File: src/rtl/pwm_pkg.sv
package pwm_pkg;
  localparam int PSC_W  = 4;
  localparam int LANE_W = PSC_W + 4;

  // one channel lane of the shared control word, MSB first
  typedef struct packed {
    logic             byp;
    logic             gate;
    logic             pol;
    logic             en;
    logic [PSC_W-1:0] psc;
  } chan_ctrl_t;
endpackage

File: src/rtl/pwm_regs.sv
module pwm_regs
  import pwm_pkg::*;
#(
  parameter int NCH    = 2,
  parameter int CNT_W  = 16,
  parameter int ADDR_W = 2,
  parameter int DATA_W = 32
) (
  input  logic                              clk_i,
  input  logic                              rst_ni,
  input  logic                              we_i,
  input  logic [ADDR_W-1:0]                 addr_i,
  input  logic [DATA_W-1:0]                 wdata_i,
  output logic [DATA_W-1:0]                 rdata_o,
  output logic [NCH*LANE_W-1:0]             ctrl_o,
  output logic [NCH-1:0][2*CNT_W-1:0]       pd_o
);
  localparam int CTRL_W = NCH * LANE_W;
  localparam int PD_W   = 2 * CNT_W;

  logic [CTRL_W-1:0]         ctrl_q;
  logic [NCH-1:0][PD_W-1:0]  pd_q;

  always_ff @(posedge clk_i or negedge rst_ni) begin
    if (!rst_ni) ctrl_q <= '0;
    else if (we_i && addr_i == '0) ctrl_q <= wdata_i[CTRL_W-1:0];
  end

  for (genvar g = 0; g < NCH; g++) begin : g_pd
    always_ff @(posedge clk_i or negedge rst_ni) begin
      if (!rst_ni) pd_q[g] <= '0;
      else if (we_i && addr_i == ADDR_W'(g + 1)) pd_q[g] <= wdata_i[PD_W-1:0];
    end
  end

  always_comb begin
    rdata_o = '0;
    if (addr_i == '0) rdata_o[CTRL_W-1:0] = ctrl_q;
    for (int i = 0; i < NCH; i++)
      if (addr_i == ADDR_W'(i + 1)) rdata_o[PD_W-1:0] = pd_q[i];
  end

  assign ctrl_o = ctrl_q;
  assign pd_o   = pd_q;

  AST_CTRL_WRITE: assert property (@(posedge clk_i) disable iff (!rst_ni)
    (we_i && addr_i == '0) |=> ctrl_q == $past(wdata_i[CTRL_W-1:0]));
endmodule

File: src/rtl/pwm_chan.sv
module pwm_chan
  import pwm_pkg::*;
#(
  parameter int CNT_W = 16
) (
  input  logic             clk_i,
  input  logic             rst_ni,
  input  chan_ctrl_t       cfg_i,
  input  logic [CNT_W-1:0] per_i,
  input  logic [CNT_W-1:0] dut_i,
  output logic             pin_o
);
  localparam int HALF  = 1 << (PSC_W - 1);
  localparam int DIV_W = HALF + 1;

  logic [PSC_W-1:0] hold_q, psc_eff;
  logic [DIV_W-1:0] div, pcnt_q;
  logic [CNT_W-1:0] cnt_q, per_a, dut_a;
  logic             out_q, run, tick, last, wrap, act;

  // divider code is frozen while the gate is on
  assign psc_eff = cfg_i.gate ? hold_q : cfg_i.psc;

  always_comb begin
    div = '0;
    if (&psc_eff)                div = DIV_W'(1);
    else if (!psc_eff[PSC_W-1])  div = DIV_W'(2) << psc_eff;
  end

  assign run  = cfg_i.en && cfg_i.gate && (div != '0);
  assign tick = (pcnt_q == div - DIV_W'(1));
  assign last = ((CNT_W + 1)'(cnt_q) + (CNT_W + 1)'(1)) >= (CNT_W + 1)'(per_a);
  assign wrap = tick && last;
  assign act  = (dut_a >= per_a) || (cnt_q < dut_a);

  always_ff @(posedge clk_i or negedge rst_ni) begin
    if (!rst_ni) begin
      hold_q <= '0;
      pcnt_q <= '0;
      cnt_q  <= '0;
      per_a  <= '0;
      dut_a  <= '0;
      out_q  <= 1'b1;
    end else begin
      hold_q <= psc_eff;
      if (!run) begin
        pcnt_q <= '0;
        cnt_q  <= '0;
        per_a  <= per_i;
        dut_a  <= dut_i;
        out_q  <= ~cfg_i.pol;
      end else begin
        out_q <= cfg_i.pol ? act : ~act;
        if (tick) begin
          pcnt_q <= '0;
          if (last) begin
            cnt_q <= '0;
            per_a <= per_i;
            dut_a <= dut_i;
          end else begin
            cnt_q <= cnt_q + CNT_W'(1);
          end
        end else begin
          pcnt_q <= pcnt_q + DIV_W'(1);
        end
      end
    end
  end

  assign pin_o = cfg_i.byp ? clk_i : out_q;

  AST_PSC_FROZEN: assert property (@(posedge clk_i) disable iff (!rst_ni)
    (cfg_i.gate && $past(cfg_i.gate)) |-> $stable(psc_eff));
  AST_CNT_RANGE: assert property (@(posedge clk_i) disable iff (!rst_ni)
    (run && per_a != '0) |-> cnt_q < per_a);
  AST_PCNT_RANGE: assert property (@(posedge clk_i) disable iff (!rst_ni)
    run |-> pcnt_q < div);
  AST_SHADOW_HOLD: assert property (@(posedge clk_i) disable iff (!rst_ni)
    (run && !wrap) |=> ($stable(per_a) && $stable(dut_a)));
  AST_FULL_DUTY: assert property (@(posedge clk_i) disable iff (!rst_ni)
    (run && dut_a >= per_a) |=> out_q == $past(cfg_i.pol));
endmodule

File: src/rtl/pwm_multi.sv
module pwm_multi
  import pwm_pkg::*;
#(
  parameter int NCH    = 2,
  parameter int CNT_W  = 16,
  parameter int ADDR_W = 2,
  parameter int DATA_W = 32
) (
  input  logic              clk_i,
  input  logic              rst_ni,
  input  logic              bus_we_i,
  input  logic [ADDR_W-1:0] bus_addr_i,
  input  logic [DATA_W-1:0] bus_wdata_i,
  output logic [DATA_W-1:0] bus_rdata_o,
  output logic [NCH-1:0]    pwm_o
);
  localparam int CTRL_W = NCH * LANE_W;

  logic [CTRL_W-1:0]            ctrl;
  logic [NCH-1:0][2*CNT_W-1:0]  pd;

  pwm_regs #(.NCH(NCH), .CNT_W(CNT_W), .ADDR_W(ADDR_W), .DATA_W(DATA_W)) u_regs (
    .clk_i   (clk_i),
    .rst_ni  (rst_ni),
    .we_i    (bus_we_i),
    .addr_i  (bus_addr_i),
    .wdata_i (bus_wdata_i),
    .rdata_o (bus_rdata_o),
    .ctrl_o  (ctrl),
    .pd_o    (pd)
  );

  for (genvar g = 0; g < NCH; g++) begin : g_ch
    chan_ctrl_t cfg;
    assign cfg = chan_ctrl_t'(ctrl[g*LANE_W +: LANE_W]);

    pwm_chan #(.CNT_W(CNT_W)) u_ch (
      .clk_i  (clk_i),
      .rst_ni (rst_ni),
      .cfg_i  (cfg),
      .per_i  (pd[g][2*CNT_W-1:CNT_W]),
      .dut_i  (pd[g][CNT_W-1:0]),
      .pin_o  (pwm_o[g])
    );
  end
endmodule

File: config.mk
export PLATFORM = sky130hd
export DESIGN_NAME = pwm_multi
export DESIGN_NICKNAME = d
export VERILOG_FILES = /design/src/rtl/pwm_pkg.sv /design/src/rtl/pwm_regs.sv /design/src/rtl/pwm_chan.sv /design/src/rtl/pwm_multi.sv
export SDC_FILE = /design/constraint.sdc
export NUM_CORES = 1
export LEC_CHECK = 0
export BUFFER_PORTS_ARGS = -buffer_cell sky130_fd_sc_hd__clkbuf_2
export CAP_MARGIN = 20
export CORE_UTILIZATION = 60
export CTS_CLUSTER_SIZE = 16
export DETAILED_ROUTE_END_ITERATION = 10
export GPL_TIMING_DRIVEN = 0
export PLACE_DENSITY = 0.83
export SYNTH_ARGS = -nofsm -noshare
export SYNTH_HDL_FRONTEND = slang
export SYNTH_SLANG_ARGS = --single-unit
File: constraint.sdc
create_clock -name clk_i -period 4.3 [get_ports clk_i]
set_input_delay 0.215 -clock clk_i [delete_from_list [all_inputs] [get_ports clk_i]]
set_output_delay 0.215 -clock clk_i [all_outputs]
set_load 0.02 [all_outputs]
# After elaboration in Yosys (flattened, before gate mapping)
# Cells that the tools add are included.
# word_totals
wordCells,96
out_inout_bits,34
in_bits,37
reg_bits,204
# classes
shift,2
muxes,37
n_bitwise,4
add_sub_neg,8
n_eq_ne,8
n_reduce_logical,16
order_cmp,6
# op_table
cell,n
$mux W16,19
$mux W9,8
$mux W32,2
$add A16 B1 Y17 const B,2
$ge A17 B16 Y1,2
$add A16 B1 Y16 const B,2
$ge A16 B16 Y1,2
$lt A16 B16 Y1,2
$add A9 B1 Y9 const B,2
$eq A9 B9 Y1,2
$reduce_bool A9 Y1,2
$shl A2 B4 Y9 const A,2
$sub A9 B1 Y9 const B,2
$mux W4,2
$ne A2 B2 Y1 const B,4
$reduce_and A4 Y1,2
$logic_and A1 B1 Y1,7
$mux W1,6
$not A1 Y1,4
$reduce_and A2 Y1,2
$eq A2 B1 Y1 const B,1
$eq A2 B2 Y1 const B,1
$logic_not A2 Y1,1
$logic_or A1 B1 Y1,2

# Depth between registers and ports, before layout
# Gate-level depths: netlist (run 1).
# logic_depth
depth_word,8
depth_mapped,16
ltp_nobuf,14

# Modules after synthesis
# Synthesis (run 1) repeated with hierarchy kept, for this count alone.
# unflattened
hier_cells,1087
hier_area_um2,12197.9
# by_module_without_submodules
mod,seq_area_each_um2,instances,cells_per_inst,area_per_inst_um2
pwm_chan at g_ch[0].u_ch,1552.7,1,440,4414.2
pwm_chan at g_ch[1].u_ch,1552.7,1,417,4257.8
pwm_regs,2001.9,1,230,3525.9

==> results of run 1 <==
## metal layers
metal,share of wire [%],track usage (%),vias up
met2,46,49.0,344
met4,4.3,14.3,0
li1,-,-,4171
met3,5.6,5.15,84
met5,0,0,-
met1,44,43.1,4585
## cells by family after synthesis
logic type | after synthesis | share of synthesized area, %
AO/OA/AOI/OAI | 192 | 11.0
XOR/XNOR | 38 | 2.81
adder cells (fa/ha/maj) | 98 | 10.3
buffers and inverters | 124 | 4.37
flip-flops | 204 | 43.1
multiplexers | 173 | 17.2
AND/OR/NAND/NOR | 253 | 11.1
## sequential cells by signal, indices dropped and copies added, names as in the netlist
signal	count
g_ch.u_ch.cnt_q	32
g_ch.u_ch.dut_a	32
g_ch.u_ch.hold_q	8
g_ch.u_ch.out_q	2
g_ch.u_ch.pcnt_q	18
g_ch.u_ch.per_a	32
u_regs.ctrl_o	16
u_regs.pd_o	64
## worst max-delay path, cell delays in order (launching register included)
cell                        delay (ns)
sky130_fd_sc_hd__dfrtp_1          0.47
sky130_fd_sc_hd__ha_1             0.31
sky130_fd_sc_hd__nand2_1          0.17
sky130_fd_sc_hd__nor3_4           0.33
sky130_fd_sc_hd__and2_1           0.21
sky130_fd_sc_hd__nand2_1          0.09
sky130_fd_sc_hd__xnor2_2          0.23
sky130_fd_sc_hd__ha_1             0.29
sky130_fd_sc_hd__a21oi_1          0.13
sky130_fd_sc_hd__o21ai_0          0.14
sky130_fd_sc_hd__a2111oi_0        0.49
sky130_fd_sc_hd__a21oi_1          0.18
sky130_fd_sc_hd__nor2_1           0.22
sky130_fd_sc_hd__o21ai_2          0.15
sky130_fd_sc_hd__buf_4            0.22
sky130_fd_sc_hd__mux2_1           0.32
## final timing paths
kind                                                   start  cells after the start                            endpoint
setup reg to reg           g_ch[1].u_ch.cnt_q[0]$_DFFE_PN0P_                     15  g_ch[1].u_ch.per_a[11]$_DFFE_PN0P_
setup / recovery           g_ch[1].u_ch.cnt_q[0]$_DFFE_PN0P_                     15  g_ch[1].u_ch.per_a[11]$_DFFE_PN0P_
min in group asynchronous                             rst_ni                      2    g_ch[1].u_ch.hold_q[3]$_DFF_PN0_
hold reg to reg                 u_regs.ctrl_o[5]$_DFFE_PN0P_                      1        g_ch[0].u_ch.out_q$_DFF_PN1_
hold / removal                                      bus_we_i                      3         u_regs.pd_o[53]$_DFFE_PN0P_
max in group asynchronous                             rst_ni                      3  g_ch[1].u_ch.per_a[12]$_DFFE_PN0P_
## layout by cell type (no fill, tap or decap), types with 8 or more instances in the layout
| cell | synthesis | routed |
|---|---|---|
| sky130_fd_sc_hd__nor2b_1 | 8 | 8 |
| sky130_fd_sc_hd__xnor2_1 | 22 | 20 |
| sky130_fd_sc_hd__a21o_1 | 16 | 16 |
| sky130_fd_sc_hd__nand2b_1 | 8 | 8 |
| sky130_fd_sc_hd__dfrtp_1 | 202 | 202 |
| sky130_fd_sc_hd__dlygate4sd3_1 | 0 | 33 |
| sky130_fd_sc_hd__o22ai_1 | 8 | 8 |
| sky130_fd_sc_hd__a21oi_1 | 34 | 34 |
| sky130_fd_sc_hd__clkbuf_1 | 25 | 22 |
| sky130_fd_sc_hd__a22o_1 | 17 | 17 |
| sky130_fd_sc_hd__nor2_1 | 47 | 47 |
| sky130_fd_sc_hd__nor3_1 | 19 | 17 |
| sky130_fd_sc_hd__a31o_2 | 12 | 12 |
| sky130_fd_sc_hd__xor2_1 | 16 | 16 |
| sky130_fd_sc_hd__mux2_4 | 30 | 30 |
| sky130_fd_sc_hd__nand3_1 | 39 | 38 |
| sky130_fd_sc_hd__clkbuf_2 | 0 | 71 |
| sky130_fd_sc_hd__mux2i_1 | 20 | 20 |
| sky130_fd_sc_hd__mux2_2 | 120 | 120 |
| sky130_fd_sc_hd__nand2_1 | 60 | 60 |
| sky130_fd_sc_hd__inv_1 | 80 | 80 |
| sky130_fd_sc_hd__o21ai_0 | 51 | 51 |
| sky130_fd_sc_hd__ha_1 | 98 | 97 |
| sky130_fd_sc_hd__clkbuf_16 | 0 | 27 |
| sky130_fd_sc_hd__and3_1 | 17 | 17 |
| sky130_fd_sc_hd__o211ai_1 | 9 | 9 |
| sky130_fd_sc_hd__nand4_1 | 17 | 17 |
## timing repair
item,CTS,global route
setup endpoints to repair,84,93
hold endpoints to repair,173,0
pin swaps,1,0
hold buffers,33,0
setup buffers,1,0
gates resized for setup,3,12
## stage by stage
| step | power [mW] | instance area [sq um] |
|---|---|---|
| detailed placement | 4.52 | 12600 |
| global route | 7.23 | 13900 |
| finish | 6.91 | 13900 |
| global placement | 4.40 | 12500 |
| floorplan | 3.92 | 11900 |
| CTS | 6.90 | 13800 |
## final cells by class
cell class	count	area, sq um
Buffer	40	205
Clock buffer	33	731
Clock inverter	15	193
Fill cell	1381	5520
Inverter	82	308
Multi-Input combinational cell	754	6280
Sequential cell	204	5110
Tap cell	265	332
Timing Repair Buffer	104	722
## where the power goes
part	internal, mW	total (mW)	switching [mW]	leakage, nW
clock	1.47	2.37	0.895	0.467
sequential	2.29	2.66	0.371	2.52
combinational	0.888	1.88	0.987	3.74
total	4.65	6.91	2.25	6.73
==> results.ini, run 1 <==
[status]
outcome = finished clean

[logic_synthesis]
yosys.cell_count.top_type = sky130_fd_sc_hd__dfrtp_1
ys_seq_area_share_pct = 43.1
synth_top_flop_cell = sky130_fd_sc_hd__dfrtp_1
synth-warning-count = 0
async_reset_ff_share_pct = 100
synth_largest_area_cell = sky130_fd_sc_hd__dfrtp_1
netlist.area_leader.share_pct = 42.7
mapped_nets = 1217
synth.top_cells.by_area = sky130_fd_sc_hd__dfrtp_1 43%, sky130_fd_sc_hd__mux2_2 11%, sky130_fd_sc_hd__ha_1 10%
post_synth_instance_area_sq_um = 11900
syn_area_per_cell_sq_um = 11.0
mapped_cells = 1082
synth_seq_cells = 204
synth_edf_count = 0
synthDistinctLibCells = 73
synth.cells.most_frequent = 202 x sky130_fd_sc_hd__dfrtp_1, 120 x sky130_fd_sc_hd__mux2_2, 98 x sky130_fd_sc_hd__ha_1, 80 x sky130_fd_sc_hd__inv_1, 60 x sky130_fd_sc_hd__nand2_1

[timing]
slew_viol_final = 0
final.min_clock_period_ns = 4.09
slew-limit-headroom_pct = 38.0
setup_ws_ns = 0.215
hold_slack_ns = 0.0467
finalHoldViolations = 0
worst_pin_slew_ns = 0.931
setup_viol = 0
max_freq_ghz = 0.245
finClkSkew_ns = 0.0191
setup_total_negative_slack_ns = 0
grt_setup_unrepaired = no
timing.final.crit_share_pct = 95.0

[floorplanning]
core_region_area_sq_um = 19400
design.portCount = 71
initial_utilization_pct = 61.1
dieArea_sq_um = 20300
floorplan.die.height_um = 143
x_dimension_of_the_die_um = 143
core.rowCount = 51

[routing]
drt_wl_total_mm = 30.9
drcViolationCount = 0
average_routed_wire_per_standard_cell_um = 20.6
post_drt_via_cell_ratio = 6.13
drtIter0Drc = 565
route.antenna.remaining_nets = 0
first_pass_iters = 6
dr_total_vias = 9184

[final_layout]
final_layout_size_suffix_gt1_share_pct = 26.0
antenna_cells = 0
final_core_util_pct = 71.5
nets = 1350
finish.cell_count_without_fillers = 1497
area_delta_synth_final_pct = 17.1

[global_route]
wire_length_of_the_first_global_routing_pass_mm = 49.1
global_route.usage.total_pct = 31.4
antenna_found_initial = 0
grt-ovfl-total = 0
maximum_number_of_pins_on_one_net_before_global_route_repair = 111
grt_pass1_vias = 9250

[clocking]
cts_tree = yes
insertion_delay_ns = 0.63
cts.clk_slew.worst_paths_ns = 0.07

[power_and_ir_drop]
ir_worst_vdd_uv = 417
powerDensity_nw_per_um2 = 498
p_leak_nw = 6.73

[place]
post-dp-hpwl_mm = 21.7
routabilityCongestion = 0.898
place_ws_ns = -0.378
buffers_added_on_ports = 70
post_place_cells = 1419

[flow_run]
max_cap_viol_count = 0

[setup_path]
worst_ep_required_ns = 4.81
end_kind = flip-flop
timing.critical_path.from_type = flip-flop
cp.arrival_ns = 4.59
timing.setup.critical_path_class = reg -> reg
regToRegSetupSlack_ns = 0.21
crit_fanout = 10

[hold_path]
hp-class = in -> reg

Power figures use the tool's default switching activity.
==> inputs of run 2 (changes only) <==
- CELL_PAD_IN_SITES_DETAIL_PLACEMENT: unset -> 1
- CELL_PAD_IN_SITES_GLOBAL_PLACEMENT: unset -> 2
- CORE_UTILIZATION: 60 -> 41
- PLACE_DENSITY: 0.83 -> 0.84
- clock period: 4.3 -> 3.8 ns (I/O delays scaled with it)
==> results.ini, run 2 (synthesis gave the netlist of run 1 again) <==
[routing]
route.antenna.remaining_nets = 0  ; unchanged
first_pass_iters = 5  ; -1
drcViolationCount = 0  ; unchanged
drt_wl_total_mm = 34.6  ; +12%
post_drt_via_cell_ratio = 5.57  ; -9.2%
dr_total_vias = 9064  ; -1.3%
drtIter0Drc = 469  ; -17%
average_routed_wire_per_standard_cell_um = 21.3  ; +3.2%

[place]
post-dp-hpwl_mm = 24.8  ; +15%
place_ws_ns = -1.05  ; -0.670 ns
buffers_added_on_ports = 70  ; unchanged
routabilityCongestion = 0.811  ; -9.7%
post_place_cells = 1532  ; +8.0%
detailed_place.area_sq_um = 12700  ; +1.2%

[floorplanning]
core.rowCount = 61  ; +20%
x_dimension_of_the_die_um = 172  ; +21%
floorplan.die.height_um = 172  ; +21%
initial_utilization_pct = 42.2  ; -19 points
dieArea_sq_um = 29600  ; +46%
design.portCount = 71  ; unchanged
core_region_area_sq_um = 28100  ; +45%

[setup_path]
end_kind = flip-flop
crit_fanout = 6  ; -4
worst_ep_required_ns = 4.32  ; -0.49 ns
timing.critical_path.from_type = flip-flop
cp.arrival_ns = 4.18  ; -0.41 ns
timing.setup.critical_path_class = reg -> reg

[global_route]
wire_length_of_the_first_global_routing_pass_mm = 55.2  ; +12%
global_route.usage.total_pct = 24.4  ; -7.0 points
grt_pass1_vias = 9650  ; +4.3%
grt-ovfl-total = 0  ; unchanged
maximum_number_of_pins_on_one_net_before_global_route_repair = 111  ; unchanged
antenna_found_initial = 0  ; unchanged

[timing]
hold_slack_ns = 0.155  ; +0.108 ns
final.min_clock_period_ns = 3.66  ; -0.429 ns
timing.final.crit_share_pct = 96.2  ; +1.2 points
worst_pin_slew_ns = 1.04  ; +0.110 ns
max_freq_ghz = 0.273  ; +12%
setup_total_negative_slack_ns = 0  ; unchanged
slew-limit-headroom_pct = 30.6  ; -7.4 points
setup_viol = 0  ; unchanged
finClkSkew_ns = 0.0102  ; -0.00898 ns
finalHoldViolations = 0  ; unchanged
setup_ws_ns = 0.143  ; -0.0711 ns
slew_viol_final = 0  ; unchanged

[clocking]
cts_tree = yes
insertion_delay_ns = 0.64  ; about the same
cts.clk_slew.worst_paths_ns = 0.06  ; about the same

[status]
outcome = finished clean

[power_and_ir_drop]
ir_worst_vdd_uv = 449  ; +7.6%
seq_power_share_pct = 39.0  ; +0.5 points
post_layout_total_power_mw = 7.79  ; +13%
p_leak_nw = 6.82  ; +1.4%
netSwitchingPower_mw = 2.62  ; +16%
share_clk_of_total_power_pct = 32.9  ; -1.4 points
power_report.internal_total_mw = 5.17  ; +11%
powerDensity_nw_per_um2 = 547  ; +9.8%
p_sw_share_pct = 33.6  ; +1.0 points
power_frac_comb_pct = 28.1  ; +0.9 points

[final_layout]
area_delta_synth_final_pct = 20.3
layout.cells.most_common = sky130_fd_sc_hd__dfrtp_1
finish.cell_count_without_fillers = 1627  ; +8.7%
nets = 1368  ; +1.3%
antenna_cells = 0  ; unchanged
final_core_util_pct = 50.8  ; -21 points
largest_reg_flops = 64  ; unchanged
layout_common_cells = 196 x sky130_fd_sc_hd__dfrtp_1, 120 x sky130_fd_sc_hd__mux2_2, 96 x sky130_fd_sc_hd__ha_1
final_layout_size_suffix_gt1_share_pct = 28.3  ; +2.4 points
postLayoutCellArea_sq_um = 14300  ; +2.7%

[flow_run]
max_cap_viol_count = 0  ; unchanged

[hold_path]
hp-class = in -> reg

==> run 2: changes by cell type in the layout (fill, tap and decap cells not counted), moves of 5 or more <==
cell,delta
sky130_fd_sc_hd__dfrtp_2,+6
sky130_fd_sc_hd__buf_4,+15
sky130_fd_sc_hd__clkbuf_1,+5
sky130_fd_sc_hd__dfrtp_1,-6
==> run 2: repair_timing <==
item / 4_1_cts / 5_1_grt
gates resized for setup: 22 / 28
endpoints found under the hold margin: 174 / 0
pin swaps: 6 / 9
setup endpoints to repair: 96 / 86
setup buffers: 6 / 11
cloned: 0 / 1
hold buffers: 33 / 0
==> run 2: final cells by class <==
class / instances / area, sq um
inverter: 82 / 308
clock buffer: 40 / 790
buffer: 39 / 226
sequential: 204 / 5110
tap: 378 / 473
multi-input combinational: 754 / 6390
clock inverter: 9 / 81.3
timing repair buffer: 121 / 867
fill: 3062 / 13800
==> run 2: path summary, 6_finish.rpt <==
| check | startpoint | to | slack [ns] | cells past startpoint |
|---|---|---|---|---|
| worst max-delay path | g_ch[0].u_ch.cnt_q[0]$_DFFE_PN0P_ | g_ch[0].u_ch.per_a[14]$_DFFE_PN0P_ | 0.14 | 14 |
| worst min-delay path | bus_we_i | u_regs.pd_o[52]$_DFFE_PN0P_ | 0.15 | 3 |
| worst max register to register | g_ch[0].u_ch.cnt_q[0]$_DFFE_PN0P_ | g_ch[0].u_ch.per_a[14]$_DFFE_PN0P_ | 0.14 | 14 |
| worst min register to register | u_regs.ctrl_o[13]$_DFFE_PN0P_ | g_ch[1].u_ch.out_q$_DFF_PN1_ | 0.49 | 1 |
| max in group asynchronous | rst_ni | g_ch[1].u_ch.pcnt_q[0]$_DFF_PN0_ | 2.56 | 3 |
| min in group asynchronous | rst_ni | g_ch[0].u_ch.cnt_q[14]$_DFFE_PN0P_ | 0.19 | 2 |
==> run 2: worst max-delay path, cell delays in order, from the launching register on <==
cell and delay [ns]:
sky130_fd_sc_hd__dfrtp_2 0.42, sky130_fd_sc_hd__and3_1 0.19, sky130_fd_sc_hd__nand3_2 0.11, sky130_fd_sc_hd__or3_4 0.46, sky130_fd_sc_hd__o21ai_0 0.17, sky130_fd_sc_hd__nand2_1 0.09
sky130_fd_sc_hd__ha_1 0.27, sky130_fd_sc_hd__nand2_1 0.08, sky130_fd_sc_hd__o21ai_1 0.10, sky130_fd_sc_hd__a2111oi_2 0.41, sky130_fd_sc_hd__a21oi_2 0.13, sky130_fd_sc_hd__a311oi_4 0.35
sky130_fd_sc_hd__o21ai_4 0.18, sky130_fd_sc_hd__clkbuf_16 0.27, sky130_fd_sc_hd__mux2_4 0.29
==> run 2: power groups by stage <==
stage,clock [mW],combinational (mW),sequential (mW)
3_3_place_gp,0.0751,1.98,3.04
3_5_place_dp,0.0751,2.06,3.06
5_1_grt,2.72,2.45,3.09
4_1_cts,2.63,2.14,3.03
6_report,2.56,2.19,3.04
2_1_floorplan,0.0626,1.52,2.85
==> run 2: routing by layer <==
metal / GRT usage [%] / wire (um)
met1: 35.1 / 17100
met2: 38.2 / 15700
met3: 3.87 / 1270
met4: 5.66 / 555
met5: 0 / 0
==> inputs of run 3 (changes only) <==
- CORE_UTILIZATION: 41 -> 40
- PLACE_DENSITY: 0.84 -> 0.82
==> results.ini, run 3 (synthesis gave the netlist of run 1 again) <==
[floorplanning]
floorplan.die.height_um = 174  ; +1.2%
x_dimension_of_the_die_um = 174  ; +1.2%
core_region_area_sq_um = 28900  ; +3.0%
initial_utilization_pct = 41.0  ; -1.2 points
design.portCount = 71  ; unchanged
core.rowCount = 62  ; +1.6%
dieArea_sq_um = 30300  ; +2.5%

[final_layout]
largest_reg_flops = 64  ; unchanged
finish.cell_count_without_fillers = 1641  ; +0.86%
layout.cells.most_common = sky130_fd_sc_hd__dfrtp_1
final_layout_size_suffix_gt1_share_pct = 29.1  ; +0.77 points
nets = 1374  ; +0.44%
antenna_cells = 0  ; unchanged
n_fill_cell = 3125  ; +2.1%
area_delta_synth_final_pct = 22.0
layout_common_cells = 195 x sky130_fd_sc_hd__dfrtp_1, 120 x sky130_fd_sc_hd__mux2_2, 96 x sky130_fd_sc_hd__ha_1

[setup_path]
critical-path-top-cell-by-count = sky130_fd_sc_hd__a21oi_2
r2r_start = g_ch[0].u_ch.cnt_q[7]$_DFFE_PN0P_
timing.setup.critical_path_class = reg -> reg
critical_path_destination = g_ch[0].u_ch.per_a[1]$_DFFE_PN0P_
crit_fanout = 7  ; +1
end_kind = flip-flop
timing.critical_path.from_type = flip-flop
crit_path_max_incr_delay_ns = 0.46  ; about the same
cp.arrival_ns = 4.30  ; +0.12 ns
worst_ep_required_ns = 4.34  ; +0.02 ns
worstSetupStartpoint = g_ch[0].u_ch.cnt_q[7]$_DFFE_PN0P_
critical_path.reg2reg.endpoint = g_ch[0].u_ch.per_a[1]$_DFFE_PN0P_
regToRegSetupSlack_ns = 0.04  ; -0.11 ns
cpMaxStageDelayCell = sky130_fd_sc_hd__dfrtp_1
crit_chain = nand3_1 -> nor3_4 -> and4_4 -> xnor2_2 -> ha_1 -> a21oi_2 -> o21ai_2 -> a2111oi_4 -> a21oi_2 -> a311oi_4 -> o21ai_4 -> clkbuf_16 -> mux2_4
timing.reg2reg.worst_path_depth = 13  ; -1

[power_and_ir_drop]
ir_worst_vdd_uv = 368  ; -18%
p_leak_nw = 6.90  ; +1.1%
post_layout_total_power_mw = 7.92  ; +1.7%
powerDensity_nw_per_um2 = 548  ; +0.21%

[place]
post_place_cells = 1539  ; +0.46%
buffers_added_on_ports = 70  ; unchanged
post-dp-hpwl_mm = 25.2  ; +1.4%
routabilityCongestion = 0.817  ; +0.67%

[clocking]
insertion_delay_ns = 0.65  ; about the same
cts.clk_slew.worst_paths_ns = 0.06  ; about the same
cts_tree = yes

[timing]
setup_viol = 0  ; unchanged
max_freq_ghz = 0.266  ; -2.8%
finalHoldViolations = 0  ; unchanged
grt_setup_unrepaired = yes
final.min_clock_period_ns = 3.76  ; +0.107 ns
hold_slack_ns = 0.0708  ; -0.0839 ns
slew-limit-headroom_pct = 40.0  ; +9.4 points
finClkSkew_ns = 0.0194  ; +0.00923 ns
worst_pin_slew_ns = 0.900  ; -0.141 ns
timing.final.crit_share_pct = 99.0  ; +2.8 points
slew_viol_final = 0  ; unchanged

[routing]
drtIter0Drc = 458  ; -2.3%
average_routed_wire_per_standard_cell_um = 21.0  ; -1.4%
drt_wl_total_mm = 34.4  ; -0.55%
dr_total_vias = 8987  ; -0.85%
route.antenna.remaining_nets = 0  ; unchanged
post_drt_via_cell_ratio = 5.48  ; -1.7%
drcViolationCount = 0  ; unchanged
first_pass_iters = 4  ; -1

[global_route]
grt_pass1_vias = 9561  ; -0.92%
maximum_number_of_pins_on_one_net_before_global_route_repair = 81  ; -27%
antenna_found_initial = 0  ; unchanged
grt-ovfl-total = 0  ; unchanged
wire_length_of_the_first_global_routing_pass_mm = 54.9  ; -0.64%
global_route.usage.total_pct = 23.2  ; -1.2 points

[flow_run]
max_cap_viol_count = 0  ; unchanged

[hold_path]
hp-class = in -> async

[status]
outcome = finished clean

[run 3: cell types whose count changed in the layout (fill, tap and decap cells not counted), sizes merged]
cell,delta
buf,+4
bufinv,+1
clkbuf,+2
clkinv,+1
[run 3: worst min-delay path by stage]
stage / from / to / slack, ns
floorplan: rst_ni / g_ch[0].u_ch.cnt_q[0]$_DFFE_PN0P_ / -0.11
global placement: u_regs.ctrl_o[13]$_DFFE_PN0P_ / g_ch[1].u_ch.out_q$_DFF_PN1_ / 0.44
detailed placement: rst_ni / g_ch[0].u_ch.cnt_q[4]$_DFFE_PN0P_ / 0.18
CTS: rst_ni / g_ch[0].u_ch.cnt_q[3]$_DFFE_PN0P_ / 0.08
global route: rst_ni / g_ch[0].u_ch.cnt_q[3]$_DFFE_PN0P_ / 0.11
finish: rst_ni / g_ch[0].u_ch.cnt_q[3]$_DFFE_PN0P_ / 0.07
[run 3: repair_timing]
item,4_1_cts,5_1_grt
gates resized for setup,30,36
hold endpoints to repair,240,0
endpoints found under the setup margin,96,83
hold buffers,33,0
gates cloned,0,2
setup buffers,6,15
pin swaps,5,12
[run 3: cell type report]
| cell class | instances | area [sq um] | area share (%) |
|---|---|---|---|
| multi-input combinational | 754 | 6440 | 44.5 |
| buffer | 39 | 251 | 1.74 |
| tap | 384 | 480 | 3.32 |
| sequential | 204 | 5120 | 35.4 |
| clock inverter | 11 | 118 | 0.813 |
| inverter | 82 | 308 | 2.13 |
| clock buffer | 40 | 790 | 5.46 |
| timing repair buffer | 127 | 962 | 6.65 |
[run 3: critical path: cells and delay by family, from the launching register on]
| kind | cells | cell delay [ns] |
|---|---|---|
| compound gates | 6 | 1.40 |
| flops | 1 | 0.46 |
| xor+xnor | 1 | 0.08 |
| buf+inv | 1 | 0.28 |
| simple gates | 3 | 0.79 |
| fa+ha+maj | 1 | 0.34 |
| mux | 1 | 0.29 |
[run 3: layer usage]
metal  vias to the layer above  share of wire, %  global-route usage (%)
li1                       4235                 -                       -
met1                      4550                49                    33.5
met2                       154                45                    36.5
met3                        48               4.0                    3.30
met4                         0               2.0                    5.63
met5                         -                 0                       0
[run 3: power breakdown]
| part | leakage (nW) | switching (mW) | internal [mW] |
|---|---|---|---|
| Clock | 0.462 | 1.05 | 1.61 |
| Sequential | 2.51 | 0.441 | 2.59 |
| Combinational | 3.93 | 1.15 | 1.07 |
| Total | 6.90 | 2.65 | 5.27 |
[run 3: stage by stage]
| step | util, % | setup TNS, ns | worst slack [ns] | instance area (sq um) |
|---|---|---|---|---|
| floorplan | - | 0 | 0.0738 | 11900 |
| global placement | 43.8 | -419.74 | -1.65 | 12700 |
| detailed placement | 44.1 | -94.25 | -1.29 | 12800 |
| CTS | 48.8 | 0 | 0.0423 | 14100 |
| global route | 50.0 | -3.08 | -0.0911 | 14500 |
| finish | 50.0 | 0 | 0.0365 | 14500 |
